$ cat src/rtl/piso_pkg.sv
package piso_pkg;
  // Per-cycle action chosen for the stage chain
  typedef enum logic [1:0] {
    OP_HOLD  = 2'd0,
    OP_LOAD  = 2'd1,
    OP_SHIFT = 2'd2
  } stage_op_e;
endpackage

$ cat src/rtl/pin_sync.sv
module pin_sync #(
  parameter int unsigned     W       = 1,
  parameter int unsigned     DEPTH   = 2,
  parameter logic [W-1:0]    RST_VAL = '0
) (
  input  logic         clk,
  input  logic         rst,
  input  logic [W-1:0] d,
  output logic [W-1:0] q
);
  logic [DEPTH-1:0][W-1:0] pipe;

  always_ff @(posedge clk) begin
    if (rst) begin
      for (int i = 0; i < DEPTH; i++) pipe[i] <= RST_VAL;
    end else begin
      pipe[0] <= d;
      for (int i = 1; i < DEPTH; i++) pipe[i] <= pipe[i-1];
    end
  end

  assign q = pipe[DEPTH-1];
endmodule

$ cat src/rtl/shift_trigger.sv
module shift_trigger
  import piso_pkg::*;
(
  input  logic      clk,
  input  logic      rst,
  input  logic      ld_n,
  input  logic      strobe_a,
  input  logic      strobe_b,
  output stage_op_e op
);
  logic strobe_or;
  logic or_prev;
  logic ld_prev;

  assign strobe_or = strobe_a | strobe_b;

  // History resets high so a level already high at release is not an edge
  always_ff @(posedge clk) begin
    if (rst) begin
      or_prev <= 1'b1;
      ld_prev <= 1'b1;
    end else begin
      or_prev <= strobe_or;
      ld_prev <= ld_n;
    end
  end

  always_comb begin
    if (!ld_n)
      op = OP_LOAD;
    else if (strobe_or && !or_prev && ld_prev)
      op = OP_SHIFT;
    else
      op = OP_HOLD;
  end
endmodule

$ cat src/rtl/stage_chain.sv
module stage_chain
  import piso_pkg::*;
#(
  parameter int unsigned STAGES = 8
) (
  input  logic              clk,
  input  logic              rst,
  input  stage_op_e         op,
  input  logic              ser,
  input  logic [STAGES-1:0] par,
  output logic [STAGES-1:0] stages
);
  generate
    for (genvar k = 0; k < STAGES; k++) begin : g_stage
      logic from_prev;
      logic bit_q;
      if (k == 0) begin : g_head
        assign from_prev = ser;
      end else begin : g_body
        assign from_prev = stages[k-1];
      end
      always_ff @(posedge clk) begin
        if (rst)
          bit_q <= 1'b0;
        else begin
          unique case (op)
            OP_LOAD:  bit_q <= par[k];
            OP_SHIFT: bit_q <= from_prev;
            default:  bit_q <= bit_q;
          endcase
        end
      end
      assign stages[k] = bit_q;
    end
  endgenerate
endmodule

$ cat src/rtl/piso_shifter.sv
module piso_shifter
  import piso_pkg::*;
#(
  parameter int unsigned STAGES      = 8,
  parameter int unsigned SYNC_STAGES = 2
) (
  input  logic              clk,
  input  logic              rst,
  input  logic              shift_clk,
  input  logic              shift_inh,
  input  logic              ser_in,
  input  logic              load_n,
  input  logic [STAGES-1:0] par_in,
  output logic              q_out,
  output logic              q_out_n
);
  localparam int unsigned LAST = STAGES - 1;

  logic              ld_n_s;
  logic              clk_s;
  logic              inh_s;
  logic              ser_s;
  logic [STAGES-1:0] par_s;
  logic [STAGES-1:0] stages;
  stage_op_e         op;

  // Control pins reset to their idle-high level
  pin_sync #(.W(3), .DEPTH(SYNC_STAGES), .RST_VAL(3'b111)) u_sync_ctl (
    .clk(clk), .rst(rst),
    .d({load_n, shift_inh, shift_clk}),
    .q({ld_n_s, inh_s, clk_s})
  );

  pin_sync #(.W(STAGES + 1), .DEPTH(SYNC_STAGES), .RST_VAL('0)) u_sync_dat (
    .clk(clk), .rst(rst),
    .d({ser_in, par_in}),
    .q({ser_s, par_s})
  );

  shift_trigger u_trig (
    .clk(clk), .rst(rst),
    .ld_n(ld_n_s), .strobe_a(clk_s), .strobe_b(inh_s),
    .op(op)
  );

  stage_chain #(.STAGES(STAGES)) u_chain (
    .clk(clk), .rst(rst),
    .op(op), .ser(ser_s), .par(par_s),
    .stages(stages)
  );

  assign q_out   = stages[LAST];
  assign q_out_n = ~stages[LAST];
endmodule

$ cat config.mk
export PLATFORM = sky130hd
export DESIGN_NAME = piso_shifter
export DESIGN_NICKNAME = d
export VERILOG_FILES = /design/src/rtl/piso_pkg.sv /design/src/rtl/pin_sync.sv /design/src/rtl/shift_trigger.sv /design/src/rtl/stage_chain.sv /design/src/rtl/piso_shifter.sv
export SDC_FILE = /design/constraint.sdc
export NUM_CORES = 1
export LEC_CHECK = 0
export BUFFER_PORTS_ARGS = -buffer_cell sky130_fd_sc_hd__buf_2
export CORE_UTILIZATION = 57
export DETAILED_ROUTE_END_ITERATION = 8
export PLACE_DENSITY_LB_ADDON = 0.12
export SETUP_SLACK_MARGIN = 0.05
export SLEW_MARGIN = 20
export SYNTH_ARGS = -nofsm -noshare
export SYNTH_HDL_FRONTEND = slang
export SYNTH_SLANG_ARGS = --single-unit
export TNS_END_PERCENT = 20
$ cat constraint.sdc
create_clock -name clk -period 2 [get_ports clk]
set_clock_uncertainty 0.15 [all_clocks]
set_input_delay 0 -clock clk [delete_from_list [all_inputs] [get_ports clk]]
set_output_delay 0 -clock clk [all_outputs]
set_load 0.1 [all_outputs]
; ---- Word level (Yosys, flattened, before mapping)
; Cells that the tools add are included.
[word_totals]
register_bits = 34
output_inout_bits = 2
word_cells = 32
[op_classes]
n_eq_ne = 2
muxes = 10
bitwise = 2
n_reduce_logical = 4
[ops]
columns = cell, n
row1 = 1-bit case mux with 2 select lines, 8
row2 = 2-bit two-way mux, 2
row3 = 2-bit by 1-bit == test with 1-bit output (second input constant), 1
row4 = 2-bit == test (second input constant), 1
row5 = 1-bit logical AND, 2
row6 = 2-bit nonzero test, 1
row7 = 1-bit logical NOT, 1
row8 = 1-bit inverter, 1
row9 = 1-bit OR, 1

; ---- Longest topological paths before layout
[depth]
ltp_word = 7
depth_mapped = 4
mapped_depth_nobuf = 3

; ---- By module
; Synthesis repeated with hierarchy kept, for this count alone.
[hier_totals]
cells_unflattened = 115
hier_area_um2 = 1260.0
[by_module_without_submodules]
columns = module, n_inst, cells_per_inst, area_each_um2, seq_area_each_um2
row1 = pin_sync (u_sync_dat), 1, 46, 556.8, 360.3
row2 = stage_chain, 1, 45, 450.4, 160.2
row3 = pin_sync (u_sync_ctl), 1, 15, 180.2, 120.1
row4 = shift_trigger, 1, 8, 68.8, 40.0
row5 = piso_shifter, 1, 1, 3.8, 0.0

; ---- Worst setup path after synthesis
; No wires, ideal clock.
[synth_path]
path_type = register to output
from = reg u_chain.g_stage[7].bit_q
to = out q_out_n
arrival_time_ns = 1.626
t_required_ns = 1.850
slack_ns = 0.224
stages_incl_launch_ff = 2
path_buffers = 0
cell_sequence = dfxtp_1 inv_1
[synth_between]
elab_chain_cells = 1
[synth_lines]
columns = item, line
row1 = from (decl), stage_chain.sv:16  ; logic bit_q;
row2 = from (signal assigned), stage_chain.sv:27  ; OP_LOAD: bit_q <= par[k];
row3 = from (signal assigned), stage_chain.sv:28  ; OP_SHIFT: bit_q <= from_prev;
row4 = from (signal assigned), stage_chain.sv:29  ; default: bit_q <= bit_q;
row5 = 1-bit inverter, piso_shifter.sv:53  ; assign q_out_n = ~stages[LAST];
row6 = to (decl), piso_shifter.sv:15  ; output logic q_out_n
; Every way passes these cells.

; ---- Final worst setup path
[layout_path]
from = in rst
to = reg u_sync_dat.pipe[1] (netlist name)
[layout_lines]
columns = item, line
row1 = from (decl), piso_shifter.sv:8  ; input logic rst,
row2 = to (decl), pin_sync.sv:11  ; logic [DEPTH-1:0][W-1:0] pipe;
; No word-level cell between the ends.

==> metrics.log <==
[metrics] pin count of the biggest net entering global routing: 35
[metrics] post-route design area: 1400 um2
[metrics] compound-cell area share of the yosys netlist: 9.93%
[metrics] Slew @ Worst Pin: 0.525 ns
[metrics] maximum net fanout on the critical path: 34
[metrics] final hold violation count: 0
[metrics] total of cells resized after clock tree synthesis: 0
[metrics] Hold Crit Class: input pin to register
[metrics] headroom to the max-slew limit: 65.0%
[metrics] worst endpoint data arrival time: 1.65 ns
[metrics] die height: 46.1 um
[metrics] full die area: between 2000 and 2500 um2
[metrics] Synth top cells by count: 34 x sky130_fd_sc_hd__dfxtp_1, 18 x sky130_fd_sc_hd__nor2b_1
[metrics] number of primary I/O pins: 16
[metrics] Post-synth EDFFs: 0
[metrics] Area Growth Syn to Fin: 25.8%
[metrics] HPWL after detailed placement: around 940 um
[metrics] CTS H-tree depth: 2
[metrics] area share of fa/ha/maj cells after synthesis: 0%
[metrics] cell types with the largest area share after synthesis: sky130_fd_sc_hd__dfxtp_1 61%, sky130_fd_sc_hd__nor2b_1 10%, sky130_fd_sc_hd__a311oi_1 6.3%
[metrics] accumulated negative setup slack: 0 ns
[metrics] DR DRC count: 0
[metrics] routed wire length on met3: 72 um
[metrics] floorplan die width: 46.1 um
[metrics] per-cell via count in the routed design: between 4 and 5
[metrics] number of stages on the worst hold path: 3
[metrics] Synth top area share: 61.4%
[metrics] Max VDD drop: 0.564 mV
[metrics] r2r startpoint: u_trig.ld_prev
[metrics] GRT Resource Usage Total: between 15 and 20%
[metrics] drt wl/cell: 10.2 um
[metrics] via count of the first global-routing pass: 679
[metrics] startpoint type of the worst setup path: input pin
[metrics] Hold EP: u_sync_ctl.pipe[2]
[metrics] number of DRC markers after the initial detailed-route iteration: 19
[metrics] clock period minus worst slack: 1.60 ns
[metrics] proportion of synthesized area in mux cells: 0%
[metrics] grt total ovfl: 0
[metrics] Avg Cell Area, Syn: between 10 and 15 um2
[metrics] TritonCTS Buffers: 5
[metrics] instance count of the mapped netlist: roughly 100
[metrics] Post-synth top flop: sky130_fd_sc_hd__dfxtp_1
[metrics] count of yosys warnings during synthesis: 0
[metrics] synthesis-stage register bit count: 34
[metrics] FF-to-FF End: u_chain.g_stage[3].bit_q
[metrics] crit end category: register
[metrics] dominant cell by count in the synthesized netlist: sky130_fd_sc_hd__dfxtp_1
[metrics] Cell Pwr Density: 819 nW/um2
[metrics] global-route wire length before repair: 2.84 mm
[metrics] hold_sp: load_n
[metrics] number of nets with antenna violations after detailed routing: 0
[metrics] fill cell total of the finished layout: about 120
[metrics] Total Routed Length: between 1.5 and 2 mm
[metrics] clock slew seen by the registers of the worst setup and hold paths: 0.10 ns
[metrics] XOR/XNOR Fraction of Synth Area: 0%
[metrics] Post-Syn Nets: 118
[metrics] Setup Crit Path Kind: input pin to register
[metrics] antenna violations before repair: 0
[metrics] TritonCTS clock tree: yes
[metrics] number of vias in the routed layout: 785
[metrics] total routed wire length on the met1 layer: around 830 um
[metrics] Tcrit/Tclk final: about 80%
[metrics] dominant combinational cell family by area after synthesis: simple AND/OR/NAND/NOR gates
[metrics] leak pwr: 0.558 nW
[metrics] max-slew violations: 0
[metrics] initial standard-cell utilization of the core: 62.2%
[metrics] number of nets in the layout: 151
[metrics] buffer depth of the longest clock path: 2
[metrics] RSZ-0062 raised after global routing: no
[metrics] total clock sinks: 34
[metrics] path depth of the worst reg2reg path: 3
[metrics] share of layout cells above drive strength 1: 24.8%
[metrics] clock insertion delay at the later pin of the skew report: 0.31 ns
[metrics] number of placement rows: 15
[metrics] top layer in use: met4
[metrics] number of iterations in the first detailed-routing pass: 4
[metrics] area of the mapped netlist: 1110 um2
[metrics] Clock Tree Root: sky130_fd_sc_hd__clkbuf_4
[metrics] IO buf count: 15
[metrics] post-layout total power: about 1.1 mW
[metrics] worst setup slack for register-to-register paths: 0.70 ns
[metrics] top cell type by total area after synthesis: sky130_fd_sc_hd__dfxtp_1
[metrics] Synth Area in Simple Gates: 24.0%
[metrics] count of final setup violators: 0
[metrics] f_max: 0.625 GHz
[metrics] worst path required time: 2.05 ns
[metrics] weighted congestion at the end of routability-driven global placement: 0.814
[metrics] sequential element share of the synthesized area: about three fifths
[metrics] Ant. Diodes: 0
[metrics] result of the run: completed
[metrics] core area: between 1500 and 2000 um2
[metrics] DR WL met2: around 750 um
[metrics] async set-or-reset flop fraction in the synthesized netlist: 0%
[metrics] end-of-flow core utilization: 78.2%
[metrics] Max Cap Violations: 0
[metrics] number of distinct standard cells referenced by the synthesized netlist: 17
[metrics] Cell Area, Placed: 1170 um2
[worst max path at each step]
| stage | startpoint | end | slack, ns |
|---|---|---|---|
| after floorplan | u_chain.g_stage[7].bit_q | q_out_n | 0.22 |
| after global placement | u_trig.ld_prev | u_chain.g_stage[2].bit_q | 0.79 |
| after detailed placement | u_trig.ld_prev | u_chain.g_stage[3].bit_q | 0.72 |
| after CTS | rst | u_sync_dat.pipe[7] | 0.45 |
| after global routing | rst | u_sync_dat.pipe[1] | 0.33 |
| final | rst | u_sync_dat.pipe[1] | 0.40 |
[worst max-delay path, stage by stage]
cell                            delay [ns]
sky130_fd_sc_hd__dlygate4sd3_1        0.52
sky130_fd_sc_hd__buf_2                0.44
sky130_fd_sc_hd__nor2b_1              0.10
sky130_fd_sc_hd__dlygate4sd3_1        0.58
[routing by layer]
metal / track usage [%] / vias up
met5: 0 / -
met4: 7.06 / 0
met3: 8.24 / 2
met2: 28.2 / 25
met1: 25.6 / 347
li1: - / 411
[kinds of logic after synthesis]
kind of cell	Yosys count
AOI/OAI and AO/OA	16
DFF	34
and+or+nand+nor	46
buffers and inverters	8
[final cells by class]
class,count,area [um2],area share (%)
Sequential cell,34,681,48.8
Clock buffer,5,37.5,2.69
Tap cell,25,31.3,2.24
Multi-Input combinational cell,62,377,27.0
Clock inverter,2,10.0,0.717
Timing Repair Buffer,33,255,18.3
Inverter,1,3.75,0.269
[power breakdown]
part,internal [mW],total [mW],switching [mW]
registers,0.708,0.720,0.0127
logic,0.0524,0.0954,0.0430
clock network,0.126,0.326,0.200
[layout by cell type, fill, tap and decap left out, drive strengths merged]
| master | instances |
|---|---|
| nor2b | 19 |
| nand3 | 8 |
| or3 | 1 |
| clkinv | 2 |
| dlygate4sd3 | 18 |
| o21ai | 8 |
| nor2 | 9 |
| buf | 15 |
| dfxtp | 34 |
| nand2b | 1 |
| clkbuf | 5 |
| or2 | 8 |
| a311oi | 8 |
| inv | 1 |
[metrics by stage]
stage	setup slack [ns]	hold WS (ns)	instances
floorplan	0.224	-0.0784	104
global placement	0.791	0.0322	137
detailed placement	0.723	0.0360	137
CTS	0.452	0.234	162
global route	0.331	0.263	162
finish	0.400	0.257	162
[sequential cells by signal (all words and copies together) (netlist names)]
signal	cells
u_trig.ld_prev	1
u_chain.g_stage.bit_q	8
u_trig.or_prev	1
u_sync_ctl.q	3
u_sync_ctl.pipe	3
u_sync_dat.pipe	9
u_sync_dat.q	9
[repair_timing]
item | CTS | global route
hold buffers | 18 | 0
setup endpoints to repair | 0 | 0
buffers inserted | 0 | 0
hold endpoints to repair | 16 | 0
Power figures use the tool's default switching activity.
